[src/rtl/sumacc_pkg.sv]
// Package: shared word-index encoding for the adder peripheral.
// Assumes a four-word register window indexed by a 2-bit field.
package sumacc_pkg;

    localparam int IDX_W = 2;

    typedef enum logic [IDX_W-1:0] {
        IDX_OPA = 2'd0,
        IDX_OPB = 2'd1,
        IDX_SUM = 2'd2,
        IDX_CSR = 2'd3
    } reg_idx_e;

endpackage

[src/rtl/sumacc_decode.sv]
// Module: address decoder. Qualifies the bus strobes with the peripheral
// select and the alignment bits, and turns a hit write into one enable per
// word. Assumes at most one of wr/rd is high per cycle.
module sumacc_decode #(
    parameter int          ADDR_W = 16,
    parameter int          NWORDS = 4,
    parameter logic [ADDR_W-5:0] BASE = 12'h321
) (
    input  logic                      clk,
    input  logic                      rst_n,
    input  logic [ADDR_W-1:0]         addr,
    input  logic                      wr,
    input  logic                      rd,
    output logic                      hit,
    output sumacc_pkg::reg_idx_e      idx,
    output logic [NWORDS-1:0]         we_vec,
    output logic                      re_hit
);
    import sumacc_pkg::*;

    localparam int SEL_W = ADDR_W - 4;

    logic [SEL_W-1:0] sel_field;

    // Purpose: split the address into select field and word index.
    always_comb begin
        sel_field = addr[ADDR_W-1:4];
        idx       = reg_idx_e'(addr[3:2]);
        hit       = (sel_field == BASE) && (addr[1:0] == 2'b00);
        re_hit    = rd && hit;
    end

    // Purpose: one write enable per word, generated from the index.
    for (genvar g = 0; g < NWORDS; g++) begin : g_we
        assign we_vec[g] = wr && hit && (addr[3:2] == IDX_W'(g));
    end


    we_onehot_chk: assert property (@(posedge clk) disable iff (!rst_n)
        $onehot0(we_vec));


    miss_no_write_chk: assert property (@(posedge clk) disable iff (!rst_n)
        (!hit) |-> (we_vec == '0));

endmodule

[src/rtl/sumacc_ctrl.sv]
// Module: control/status logic. Holds the control half, detects a rising
// start bit and keeps the done flag. Assumes ctl_we is a single-cycle write.
module sumacc_ctrl #(
    parameter int CTL_W = 16
) (
    input  logic             clk,
    input  logic             rst_n,
    input  logic             ctl_we,
    input  logic [CTL_W-1:0] ctl_wdata,
    output logic [CTL_W-1:0] ctl_q,
    output logic             start,
    output logic             done_q
);

    logic go_prev;

    // Purpose: start pulses for one cycle after control bit 0 rises.
    always_comb begin
        start = ctl_q[0] && !go_prev;
    end

    // Purpose: hold the written control half.
    always_ff @(posedge clk) begin
        if (!rst_n)       ctl_q <= '0;
        else if (ctl_we)  ctl_q <= ctl_wdata;
    end

    // Purpose: remember last cycle's start bit for edge detection.
    always_ff @(posedge clk) begin
        if (!rst_n) go_prev <= 1'b0;
        else        go_prev <= ctl_q[0];
    end

    // Purpose: done flag; a clearing write wins over a start.
    always_ff @(posedge clk) begin
        if (!rst_n)                        done_q <= 1'b0;
        else if (ctl_we && !ctl_wdata[0])  done_q <= 1'b0;
        else if (start)                    done_q <= 1'b1;
    end


    done_after_rise_chk: assert property (@(posedge clk) disable iff (!rst_n)
        ($rose(ctl_q[0]) && !(ctl_we && !ctl_wdata[0])) |=> done_q);


    done_clear_chk: assert property (@(posedge clk) disable iff (!rst_n)
        (ctl_we && !ctl_wdata[0]) |=> !done_q);


    ctl_capture_chk: assert property (@(posedge clk) disable iff (!rst_n)
        ctl_we |=> (ctl_q == $past(ctl_wdata)));

endmodule

[src/rtl/sumacc_datapath.sv]
// Module: operand registers and the summing register. The sum loads only
// on a start pulse. Assumes operand enables are one-hot or idle.
module sumacc_datapath #(
    parameter int DATA_W = 32,
    parameter int NOPS   = 2
) (
    input  logic              clk,
    input  logic              rst_n,
    input  logic [NOPS-1:0]   op_we,
    input  logic [DATA_W-1:0] wdata,
    input  logic              load,
    output logic [DATA_W-1:0] op_a,
    output logic [DATA_W-1:0] op_b,
    output logic [DATA_W-1:0] sum_q
);

    logic [DATA_W-1:0] opr [NOPS];

    // Purpose: one storage register per operand.
    for (genvar g = 0; g < NOPS; g++) begin : g_op
        always_ff @(posedge clk) begin
            if (!rst_n)        opr[g] <= '0;
            else if (op_we[g]) opr[g] <= wdata;
        end


        op_write_chk: assert property (@(posedge clk) disable iff (!rst_n)
            op_we[g] |=> (opr[g] == $past(wdata)));
    end

    assign op_a = opr[0];
    assign op_b = opr[1];

    // Purpose: capture the wrapped sum on a start pulse only.
    always_ff @(posedge clk) begin
        if (!rst_n)    sum_q <= '0;
        else if (load) sum_q <= op_a + op_b;
    end


    sum_hold_chk: assert property (@(posedge clk) disable iff (!rst_n)
        (!load) |=> $stable(sum_q));

endmodule

[src/rtl/sumacc_top.sv]
// Module: adder peripheral top. Wires the decoder, control and datapath,
// and registers read data. Assumes one bus access per cycle.
module sumacc_top #(
    parameter int                ADDR_W = 16,
    parameter int                DATA_W = 32,
    parameter int                CTL_W  = 16,
    parameter logic [ADDR_W-5:0] BASE   = 12'h321
) (
    input  logic              clk,
    input  logic              rst_n,
    input  logic [ADDR_W-1:0] bus_addr,
    input  logic              bus_wr,
    input  logic [DATA_W-1:0] bus_wdata,
    input  logic              bus_rd,
    output logic [DATA_W-1:0] bus_rdata
);
    import sumacc_pkg::*;

    localparam int NWORDS = 4;
    localparam int NOPS   = 2;
    localparam int STS_W  = DATA_W - CTL_W;

    logic              hit;
    reg_idx_e          idx;
    logic [NWORDS-1:0] we_vec;
    logic              re_hit;
    logic [CTL_W-1:0]  ctl_q;
    logic              start;
    logic              done_q;
    logic [DATA_W-1:0] op_a, op_b, sum_q;
    logic [DATA_W-1:0] csr_word;
    logic [DATA_W-1:0] rd_mux;

    sumacc_decode #(.ADDR_W(ADDR_W), .NWORDS(NWORDS), .BASE(BASE)) u_dec (
        .clk(clk), .rst_n(rst_n), .addr(bus_addr), .wr(bus_wr), .rd(bus_rd),
        .hit(hit), .idx(idx), .we_vec(we_vec), .re_hit(re_hit)
    );

    sumacc_ctrl #(.CTL_W(CTL_W)) u_ctl (
        .clk(clk), .rst_n(rst_n), .ctl_we(we_vec[IDX_CSR]),
        .ctl_wdata(bus_wdata[CTL_W-1:0]), .ctl_q(ctl_q),
        .start(start), .done_q(done_q)
    );

    sumacc_datapath #(.DATA_W(DATA_W), .NOPS(NOPS)) u_dp (
        .clk(clk), .rst_n(rst_n), .op_we(we_vec[NOPS-1:0]), .wdata(bus_wdata),
        .load(start), .op_a(op_a), .op_b(op_b), .sum_q(sum_q)
    );

    // Purpose: pack the status half above the control half.
    always_comb begin
        csr_word = {{(STS_W-1){1'b0}}, done_q, ctl_q};
    end

    // Purpose: select the addressed word for a read.
    always_comb begin
        unique case (idx)
            IDX_OPA: rd_mux = op_a;
            IDX_OPB: rd_mux = op_b;
            IDX_SUM: rd_mux = sum_q;
            default: rd_mux = csr_word;
        endcase
    end

    // Purpose: register read data; a missed read returns zero.
    always_ff @(posedge clk) begin
        if (!rst_n)      bus_rdata <= '0;
        else if (re_hit) bus_rdata <= rd_mux;
        else if (bus_rd) bus_rdata <= '0;
    end


    miss_read_zero_chk: assert property (@(posedge clk) disable iff (!rst_n)
        (bus_rd && !hit) |=> (bus_rdata == '0));


    rdata_hold_chk: assert property (@(posedge clk) disable iff (!rst_n)
        (!bus_rd) |=> $stable(bus_rdata));


    csr_upper_zero_chk: assert property (@(posedge clk) disable iff (!rst_n)
        (re_hit && idx == IDX_CSR) |=> (bus_rdata[DATA_W-1:CTL_W+1] == '0));


    sum_write_ignored_chk: assert property (@(posedge clk) disable iff (!rst_n)
        (we_vec[IDX_SUM] && !start) |=> $stable(sum_q));

endmodule

[config.mk]
export PLATFORM = sky130hd
export DESIGN_NAME = sumacc_top
export DESIGN_NICKNAME = d
export VERILOG_FILES = /design/src/rtl/sumacc_pkg.sv /design/src/rtl/sumacc_decode.sv /design/src/rtl/sumacc_ctrl.sv /design/src/rtl/sumacc_datapath.sv /design/src/rtl/sumacc_top.sv
export SDC_FILE = /design/constraint.sdc
export NUM_CORES = 1
export LEC_CHECK = 0
export BUFFER_PORTS_ARGS = -buffer_cell sky130_fd_sc_hd__buf_4
export CAP_MARGIN = 15
export CORE_MARGIN = 8
export CORE_UTILIZATION = 45
export DETAILED_ROUTE_END_ITERATION = 16
export PLACE_DENSITY = 0.73
export SLEW_MARGIN = 15
export SYNTH_ARGS = -nofsm -noshare
export SYNTH_HDL_FRONTEND = slang
export SYNTH_HIERARCHICAL = 1
export SYNTH_SLANG_ARGS = --single-unit
[constraint.sdc]
create_clock -name clk -period 6.37 [get_ports clk]
set_input_delay 1.5925 -clock clk [delete_from_list [all_inputs] [get_ports clk]]
set_output_delay 1.5925 -clock clk [all_outputs]
set_load 0.02 [all_outputs]
==> flow_summary.json, run 1 <==
{
  "fmax_mhz": 260,
  "holdCritStartpoint": "u_dp/sum_q[22]",
  "via_per_inst": 5.82,
  "p_leak_nw": 3.93,
  "finalSetupViolCount": 0,
  "cap_viol_max_count": 0,
  "final_area_um2": 9250,
  "place_congestion": 0.931,
  "row_count": 48,
  "pwr-share-clk_pct": 44.8,
  "drive_gt1_share_pct": 20.2,
  "hp-class": "reg -> reg",
  "drt_iter0_drc": 402,
  "r2r-start": "u_dp/opr[1][0]",
  "grt_pass1_vias": 6014,
  "post_cts_resized": 0,
  "power.density_nw_per_um2": 252,
  "numPortBuffers": 83,
  "reg2regPathDepth": 10,
  "syn_inst": 739,
  "netlist_area_um2": 7970,
  "power.internal_mw": 1.76,
  "period_share_pct": 60.3,
  "end_kind": "flop",
  "wirelength_um": 19900,
  "grt_max_degree": 102,
  "ys_warn_count": 6,
  "reg2reg_slack_ns": 3.32,
  "avgSynthCellArea_um2": 10.8,
  "fin_nets": 882,
  "r2r-end": "u_dp/sum_q[26]",
  "finalPower_mw": 2.33,
  "final_hold_viol_count": 0,
  "placed_area_um2": 8620,
  "slew_viol_final": 0,
  "route.detailed.drc": 0,
  "grt_overflow_total": 0,
  "switching_power_mw": 0.573,
  "crit_required_ns": 6.48,
  "antenna_cells": 0,
  "drt-pass1-iter-count": 6,
  "rsz0062_at_grt": "no",
  "finClkSkew_ns": 0.00835,
  "track_usage_pct": 18.2,
  "post_cts_buffers": 0,
  "status": "completed",
  "cts_max_level": 4,
  "synthesis.nets": 823,
  "crit_path_end": "u_dp/opr[1][2]",
  "die_y_um": 149,
  "grt_pass1_wl_um": 32000,
  "root_buffer": "clkbuf_16",
  "core_um2": 17300,
  "hold_ws_ns": 0.446,
  "cts_tree": "yes",
  "die_area_um2": 22200,
  "die_w_um": 149,
  "wl_per_cell_um": 19.2,
  "clk_path_buf_depth": 2,
  "dpl_worst_slack_ns": 2.11,
  "syn_to_final_growth_pct": 16.0,
  "relSlewSlack_pct": 21.5,
  "critical_path_peak_fanout": 33,
  "critPathKind": "in -> reg",
  "via_count": 6029,
  "ant_nets": 0,
  "worst_ir_drop_vdd_uv": 192,
  "seqPwrFrac_pct": 43.4,
  "cts.reportedPaths.clkPinSlew_ns": 0.06,
  "p_comb_share_pct": 11.8,
  "post-dp-hpwl_um": 13500,
  "crit_path_start_kind": "input pin",
  "cts_made_buffers": 17,
  "antenna_found_initial": 0,
  "clkSinkCount": 146,
  "worstSetupStartpoint": "bus_addr[10]",
  "fin_ws_ns": 2.53,
  "worstMarginPinSlew_ns": 1.17,
  "insertion_delay_ns": 0.43,
  "floorplan.initialDensity_pct": 46.1,
  "critical_path_arrival_ns": 3.95,
  "layout_min_cycle_time_ns": 3.84,
  "io_pins": 84,
  "p_sw_share_pct": 24.6,
  "fin_setup_tns_ns": 0,
  "cts_hold_buf": 0
}
==> metrics by stage <==
stage	cells	util, %
4_1_cts	1036	53.5
2_1_floorplan	739	-
5_1_grt	1036	53.5
3_3_place_gp	1004	49.8
3_5_place_dp	1004	49.8
6_report	1036	53.5
==> placed cells by master, fill, tap and decap left out, types with 3 or more instances in the layout <==
master	n
and3b_1	3
nor3_1	8
a21o_1	28
xor2_1	4
nand3b_1	3
dfxtp_1	82
o22ai_1	16
mux2i_1	62
inv_1	7
a31oi_1	4
o211ai_1	7
nor2b_1	49
clkinvlp_4	3
o21a_1	3
mux2_4	13
a22oi_1	3
and3_1	68
a21oi_1	33
o21ai_0	19
a222oi_1	15
edfxtp_1	64
nand2_1	32
ha_1	31
buf_4	90
clkbuf_16	19
nand3_1	19
and2_1	3
xnor2_1	16
nand4_1	6
o21bai_1	4
nor2_1	24
nand2b_1	4
o31ai_1	3
a211oi_1	4
==> worst min path at each step <==
stage,slack [ns],to,depth (start not counted)
4_1_cts,0.45,u_dp/sum_q[22],2
3_3_place_gp,0.43,bus_rdata[2],1
3_5_place_dp,0.44,bus_rdata[5],1
6_report,0.45,u_dp/sum_q[22],2
2_1_floorplan,0.42,u_dp/sum_q[22],2
5_1_grt,0.46,u_dp/sum_q[22],2
==> sequential cells by signal (all words and copies together) (netlist names) <==
| name | cells |
|---|---|
| u_ctl/done_q | 1 |
| u_ctl/ctl_q | 16 |
| u_ctl/go_prev | 1 |
| u_dp/opr | 64 |
| u_dp/sum_q | 32 |
| bus_rdata | 32 |
==> final cells by class <==
class / count / area [µm²]
fillers: 1563 / 8050
multi-input cells: 534 / 4070
flip-flops and latches: 146 / 3560
repair buffers: 90 / 676
clock buffers: 21 / 503
well taps: 225 / 282
clock inverters: 11 / 123
inverters: 9 / 33.8
==> critical path, cell delays in order <==
cell and delay [ns]:
buf_4 0.12, nor4b_4 0.32, nand4_2 0.20, nor3b_2 0.22
buf_4 0.34, nand2b_1 0.74, buf_4 0.39
==> power groups by stage <==
stage | Combinational [mW] | Sequential (mW) | Clock (mW)
3_5_place_dp | 0.270 | 1.03 | 0
6_report | 0.276 | 1.01 | 1.04
5_1_grt | 0.300 | 1.01 | 1.10
3_3_place_gp | 0.269 | 1.03 | 0
4_1_cts | 0.272 | 1.01 | 1.06
2_1_floorplan | 0.203 | 1.03 | 0
==> layer usage <==
metal	routed length, µm	track usage, %	part of all wire (%)	vias up
li1	-	-	-	2896
met1	9180	23.4	46	2936
met2	9300	29.3	47	181
met3	1210	4.92	6.1	16
met4	184	5.35	0.93	0
met5	0	0	0	-
(Power assumes the default switching activity.)
==> run 2, diff against run 1 <==
--- a/config.mk
+++ b/config.mk
@@ -10,7 +10,7 @@
 export CORE_MARGIN = 8
 export CORE_UTILIZATION = 45
 export DETAILED_ROUTE_END_ITERATION = 16
-export PLACE_DENSITY = 0.73
+export PLACE_DENSITY = 0.75
 export SLEW_MARGIN = 15
 export SYNTH_ARGS = -nofsm -noshare
 export SYNTH_HDL_FRONTEND = slang
==> constraint.sdc (replaced) <==
create_clock -name clk -period 3.1 [get_ports clk]
set_input_delay 0.775 -clock clk [delete_from_list [all_inputs] [get_ports clk]]
set_output_delay 0.775 -clock clk [all_outputs]
set_load 0.02 [all_outputs]
==> run 2 against run 1 <==
Register-to-register slack worse by 3.1 ns. Sequential share of layout area shrank 0.11 points. Flip-flop and latch count unchanged. Critical endpoint is now u_dp/sum_q[26]. Clock skew increased by 0.0010 ns. Combinational power grew 110%. Clock power up 90%. Sequential power up 110%. Via count is 0.13% lower. Worst hold slack improved by 0.0049 ns. Largest power group is now registers. Final cell count rose by 0.97%.
==> flow_summary.json, run 2 (synthesized netlist as in run 1, its figures left out) <==
{
  "reg2reg_slack_ns": 0.26,
  "regMostFlops": "u_dp/opr",
  "holdPathEnd": "bus_rdata[6]",
  "grt_max_degree": 69,
  "route.detailed.drc": 0,
  "r2r-end": "u_dp/sum_q[26]",
  "crit_required_ns": 3.47,
  "layout_min_cycle_time_ns": 2.84,
  "insertion_delay_ns": 0.43,
  "end_kind": "flop",
  "fmax_mhz": 352,
  "floorplan.initialDensity_pct": 46.1,
  "place_congestion": 0.885,
  "final_cell_mix": "buf_4 (100), dfxtp_1 (82), and3_1 (68), edfxtp_1 (64), mux2i_1 (62)",
  "antenna_cells": 0,
  "cts.reportedPaths.clkPinSlew_ns": 0.06,
  "drt_iter0_drc": 454,
  "cts_made_buffers": 17,
  "critPathKind": "reg -> reg",
  "worstMarginPinSlew_ns": 0.730,
  "die_w_um": 149,
  "antenna_found_initial": 0,
  "core_um2": 17300,
  "dp_cells": 1014,
  "n_fill_cell": 1533,
  "period_share_pct": 91.6,
  "slew_viol_final": 0,
  "final_area_um2": 9280,
  "grt_pass1_wl_um": 31600,
  "fin_nets": 893,
  "top_regs": "u_dp/opr (64), bus_rdata (32), u_dp/sum_q (32)",
  "layout_commonest_cell": "buf_4",
  "finalSetupViolCount": 0,
  "largest_reg_flops": 64,
  "critical_path_arrival_ns": 3.21,
  "worst_ir_drop_vdd_uv": 407,
  "power.density_nw_per_um2": 499,
  "hp-class": "reg -> reg",
  "grt_pass1_vias": 6124,
  "io_pins": 84,
  "cts_hold_buf": 0,
  "via_count": 6021,
  "wl_per_cell_um": 18.6,
  "status": "completed",
  "die_area_um2": 22200,
  "rsz0062_at_grt": "no",
  "clk_path_buf_depth": 2,
  "drive_gt1_share_pct": 20.8,
  "fin_ws_ns": 0.261,
  "ant_nets": 0,
  "cts_tree": "yes",
  "cap_viol_max_count": 0,
  "post_cts_resized": 0,
  "placed_area_um2": 8700,
  "clkSinkCount": 146,
  "final_cells": 1046,
  "final_hold_viol_count": 0,
  "fin_setup_tns_ns": 0,
  "root_buffer": "clkbuf_16",
  "r2r-start": "u_dp/opr[0][0]",
  "grt_overflow_total": 0,
  "drt-pass1-iter-count": 6,
  "reg2regPathDepth": 10,
  "track_usage_pct": 17.7,
  "post-dp-hpwl_um": 13700,
  "row_count": 48,
  "hold_depth": 1,
  "die_y_um": 149,
  "finClkSkew_ns": 0.00934,
  "relSlewSlack_pct": 51.1,
  "dpl_worst_slack_ns": 0.0274,
  "syn_to_final_growth_pct": 16.3,
  "holdCritStartpoint": "bus_rdata[6]",
  "crit_path_start_kind": "flop",
  "p_leak_nw": 3.96,
  "wirelength_um": 19500,
  "numPortBuffers": 83,
  "critical_path_peak_fanout": 5,
  "cts_max_level": 4,
  "post_cts_buffers": 0,
  "via_per_inst": 5.76
}
## run 2: cell types whose count changed in the layout (fill, tap and decap cells not counted), sizes merged
cell,change
clkinv,+2
buf,+11
clkbuf,-1
inv,-1
clkinvlp,-1
## run 2: metal layers
metal | vias up | routed length [µm] | global-route usage, %
met5 | - | 0 | 0
met3 | 18 | 1150 | 4.95
met1 | 2906 | 8870 | 22.5
met4 | 0 | 218 | 5.20
li1 | 2920 | - | -
met2 | 177 | 9230 | 28.7
## run 2: critical path: stages (launching register included)
cell and delay, ns:
edfxtp_1 0.39, ha_1 0.25, fa_1 0.42, a21oi_1 0.22
o21ai_0 0.13, a221oi_2 0.36, o21bai_4 0.13, a31oi_4 0.31
o41ai_4 0.16, a311o_1 0.34, nand3_1 0.06
## run 2: worst max path at each step
stage                         startpoint        endpoint  slack, ns
final                     u_dp/opr[0][0]  u_dp/sum_q[26]       0.26
after floorplan             bus_addr[10]  u_dp/opr[0][0]       0.30
after global routing      u_dp/opr[1][7]  u_dp/sum_q[24]       0.09
after global placement       bus_addr[8]   bus_rdata[18]       0.19
after CTS                 u_dp/opr[0][0]  u_dp/sum_q[26]       0.28
after detailed placement     bus_addr[4]   bus_rdata[19]       0.03
## run 2: where the power goes
group	total [mW]	internal (mW)	switching (mW)
clock	1.98	1.19	0.784
sequential	2.08	2.05	0.0289
combinational	0.572	0.249	0.324
total	4.63	3.49	1.14
## run 2: cell type report
| class | instances | area (µm²) | area share, % |
|---|---|---|---|
| Timing Repair Buffer | 101 | 771 | 8.31 |
| Multi-Input combinational cell | 534 | 4060 | 43.8 |
| Sequential cell | 146 | 3560 | 38.4 |
| Inverter | 9 | 33.8 | 0.364 |
| Clock inverter | 11 | 115 | 1.24 |
| Clock buffer | 20 | 447 | 4.82 |
| Tap cell | 225 | 282 | 3.04 |
## run 2: per-stage QoR
step / hold slack (ns) / total power [mW] / utilization (%)
5_1_grt: 0.464 / 4.81 / 53.6
6_report: 0.451 / 4.63 / 53.6
2_1_floorplan: 0.425 / 2.53 / -
3_3_place_gp: 0.435 / 2.68 / 50.3
4_1_cts: 0.455 / 4.66 / 53.6
3_5_place_dp: 0.441 / 2.68 / 50.3
==> run 3, diff against run 2 <==
--- a/config.mk
+++ b/config.mk
@@ -5,12 +5,12 @@
 export SDC_FILE = /design/constraint.sdc
 export NUM_CORES = 1
 export LEC_CHECK = 0
-export BUFFER_PORTS_ARGS = -buffer_cell sky130_fd_sc_hd__buf_4
+export BUFFER_PORTS_ARGS = -buffer_cell sky130_fd_sc_hd__buf_2
 export CAP_MARGIN = 15
 export CORE_MARGIN = 8
 export CORE_UTILIZATION = 45
 export DETAILED_ROUTE_END_ITERATION = 16
-export PLACE_DENSITY = 0.75
+export PLACE_DENSITY = 0.73
 export SLEW_MARGIN = 15
 export SYNTH_ARGS = -nofsm -noshare
 export SYNTH_HDL_FRONTEND = slang
==> constraint.sdc (replaced) <==
create_clock -name clk -period 2.9 [get_ports clk]
set_input_delay 0.725 -clock clk [delete_from_list [all_inputs] [get_ports clk]]
set_output_delay 0.725 -clock clk [all_outputs]
set_load 0.02 [all_outputs]
==> run 3 against run 2 <==
Final cell count rose by 0.96%. Register-to-register slack got worse by 0.11 ns. Worst hold slack got worse by 0.0044 ns. Power rose by 10%. Critical path type unchanged. Setup slack got worse by 0.11 ns. Clock power rose by 15%. Clock skew fell by 0.0019 ns. Sequential share of layout area rose by 0.21 points. Largest power group is now the clock network.
==> flow_summary.json, run 3 (synthesized netlist as in run 1, its figures left out) <==
{
  "status": "completed",
  "place_congestion": 0.873,
  "layout_commonest_cell": "buf_2",
  "hold_ws_ns": 0.447,
  "cts_tree": "yes",
  "clk_path_buf_depth": 2,
  "route.detailed.drc": 0,
  "antenna_cells": 0,
  "layout_min_cycle_time_ns": 2.75,
  "grt_pass1_vias": 6086,
  "worstMarginPinSlew_ns": 1.14,
  "ant_nets": 0,
  "grt_overflow_total": 0,
  "reg2reg_slack_ns": 0.15,
  "power.density_nw_per_um2": 553,
  "hold_depth": 1,
  "cp_top_family": "compound AO/OA/AOI/OAI gates",
  "row_count": 48,
  "die_w_um": 149,
  "floorplan.initialDensity_pct": 46.1,
  "syn_to_final_growth_pct": 15.7,
  "track_usage_pct": 17.8,
  "cap_viol_max_count": 0,
  "period_share_pct": 94.8,
  "clkSinkCount": 146,
  "final_hold_viol_count": 0,
  "antenna_found_initial": 0,
  "regArea_um2": 3560,
  "switching_power_mw": 1.29,
  "seqPwrFrac_pct": 43.5,
  "fmax_mhz": 364,
  "p_comb_share_pct": 12.0,
  "cts_made_buffers": 17,
  "drive_gt1_share_pct": 22.1,
  "n_fill_cell": 1544,
  "core_um2": 17300,
  "cts.reportedPaths.clkPinSlew_ns": 0.06,
  "relSlewSlack_pct": 23.8,
  "io_pins": 84,
  "wirelength_um": 19600,
  "r2r-start": "u_dp/opr[1][0]",
  "worst_ir_drop_vdd_uv": 377,
  "die_area_um2": 22200,
  "drt_iter0_drc": 481,
  "hp-class": "reg -> reg",
  "reg2regPathDepth": 10,
  "path_cells": "ha_1 > fa_1 > a21oi_1 > o21ai_0 > a221oi_2 > o21bai_4 > a31oi_4 > o41ai_4 > a311o_1 > nand3_1",
  "post-dp-hpwl_um": 13900,
  "critPathKind": "reg -> reg",
  "final_cell_mix": "buf_2 (83), dfxtp_1 (82), and3_1 (68), edfxtp_1 (64), mux2i_1 (62)",
  "crit_path_start_kind": "flop",
  "max_stage_delay_ns": 0.41,
  "top_regs": "u_dp/opr (64), bus_rdata (32), u_dp/sum_q (32)",
  "fin_setup_tns_ns": 0,
  "crit_slowest_cell": "edfxtp_1",
  "holdPathEnd": "bus_rdata[3]",
  "holdCritStartpoint": "bus_rdata[3]",
  "via_per_inst": 5.68,
  "wl_per_cell_um": 18.5,
  "regMostFlops": "u_dp/opr",
  "drt-pass1-iter-count": 7,
  "insertion_delay_ns": 0.43,
  "end_kind": "flop",
  "rsz0062_at_grt": "no",
  "die_y_um": 149,
  "power.internal_mw": 3.81,
  "multiInputGateArea_um2": 4080,
  "largest_reg_flops": 64,
  "grt_max_degree": 34,
  "grt_pass1_wl_um": 31400,
  "finalSetupViolCount": 0,
  "via_count": 6002,
  "root_buffer": "clkbuf_16",
  "r2r-end": "u_dp/sum_q[30]",
  "critical_path_peak_fanout": 5,
  "fin_nets": 902,
  "crit_buf_inv": 0,
  "cts_max_level": 4,
  "numPortBuffers": 83,
  "crit_required_ns": 3.27,
  "p_leak_nw": 3.99,
  "critical_path_arrival_ns": 3.12,
  "pwr-share-clk_pct": 44.5,
  "p_sw_share_pct": 25.4,
  "finClkSkew_ns": 0.00743,
  "slew_viol_final": 0
}
[run 3: power by group through the flow]
| stage | logic, mW | clock network, mW | registers [mW] |
|---|---|---|---|
| global route | 0.667 | 2.39 | 2.22 |
| detailed placement | 0.598 | 0 | 2.26 |
| floorplan | 0.446 | 0 | 2.25 |
| global placement | 0.597 | 0 | 2.26 |
| finish | 0.612 | 2.27 | 2.22 |
| CTS | 0.605 | 2.30 | 2.22 |
[run 3: worst reg2reg max path: cells and delay by family, from the launching register on]
kind | cells | cell delay (ns)
compound gates | 7 | 1.59
fa+ha+maj | 2 | 0.64
flops | 1 | 0.41
simple gates | 1 | 0.07
[run 3: worst max-delay path by stage]
| stage | end | depth (start not counted) | slack (ns) | startpoint |
|---|---|---|---|---|
| finish | u_dp/sum_q[30] | 10 | 0.15 | u_dp/opr[1][0] |
| global route | u_dp/sum_q[30] | 10 | 0.0002 | u_dp/opr[1][0] |
| CTS | u_dp/sum_q[24] | 10 | 0.13 | u_dp/opr[1][7] |
| detailed placement | bus_rdata[21] | 7 | 0.03 | bus_addr[8] |
| global placement | bus_rdata[17] | 7 | 0.08 | bus_addr[8] |
| floorplan | u_dp/opr[0][0] | 4 | 0.15 | bus_addr[10] |
[run 3: layout make-up]
type                       count  area share (%)
clock buffer                  20            5.07
clock inverter                12            1.56
inverter                       9           0.366
multi-input combinational    534            44.2
sequential                   146            38.6
tap                          225            3.05
timing repair buffer         110            7.11
[run 3: timing repair]
item                                    4_1_cts  5_1_grt
setup buffers                                 0        0
resized for setup                             0        2
hold buffers                                  0        0
endpoints found under the setup margin        0        1
[run 3: per-layer routing]
layer / GRT usage, % / vias up / routed length (µm)
li1: - / 2935 / -
met1: 22.0 / 2872 / 8740
met2: 30.0 / 177 / 9440
met5: 0 / - / 0
met3: 4.22 / 18 / 1150
met4: 5.65 / 0 / 227
[run 3: metrics by stage]
stage / utilization [%] / power (mW) / instance area (µm²) / setup slack (ns) / std cells
6_report: 53.3 / 5.10 / 9220 / 0.150 / 1056
5_1_grt: 53.3 / 5.28 / 9220 / 0.000159 / 1056
4_1_cts: 53.2 / 5.13 / 9210 / 0.131 / 1056
3_5_place_dp: 49.7 / 2.86 / 8600 / 0.0270 / 1024
3_3_place_gp: 49.7 / 2.86 / 8600 / 0.0804 / 1024
2_1_floorplan: - / 2.70 / 7970 / 0.152 / 739
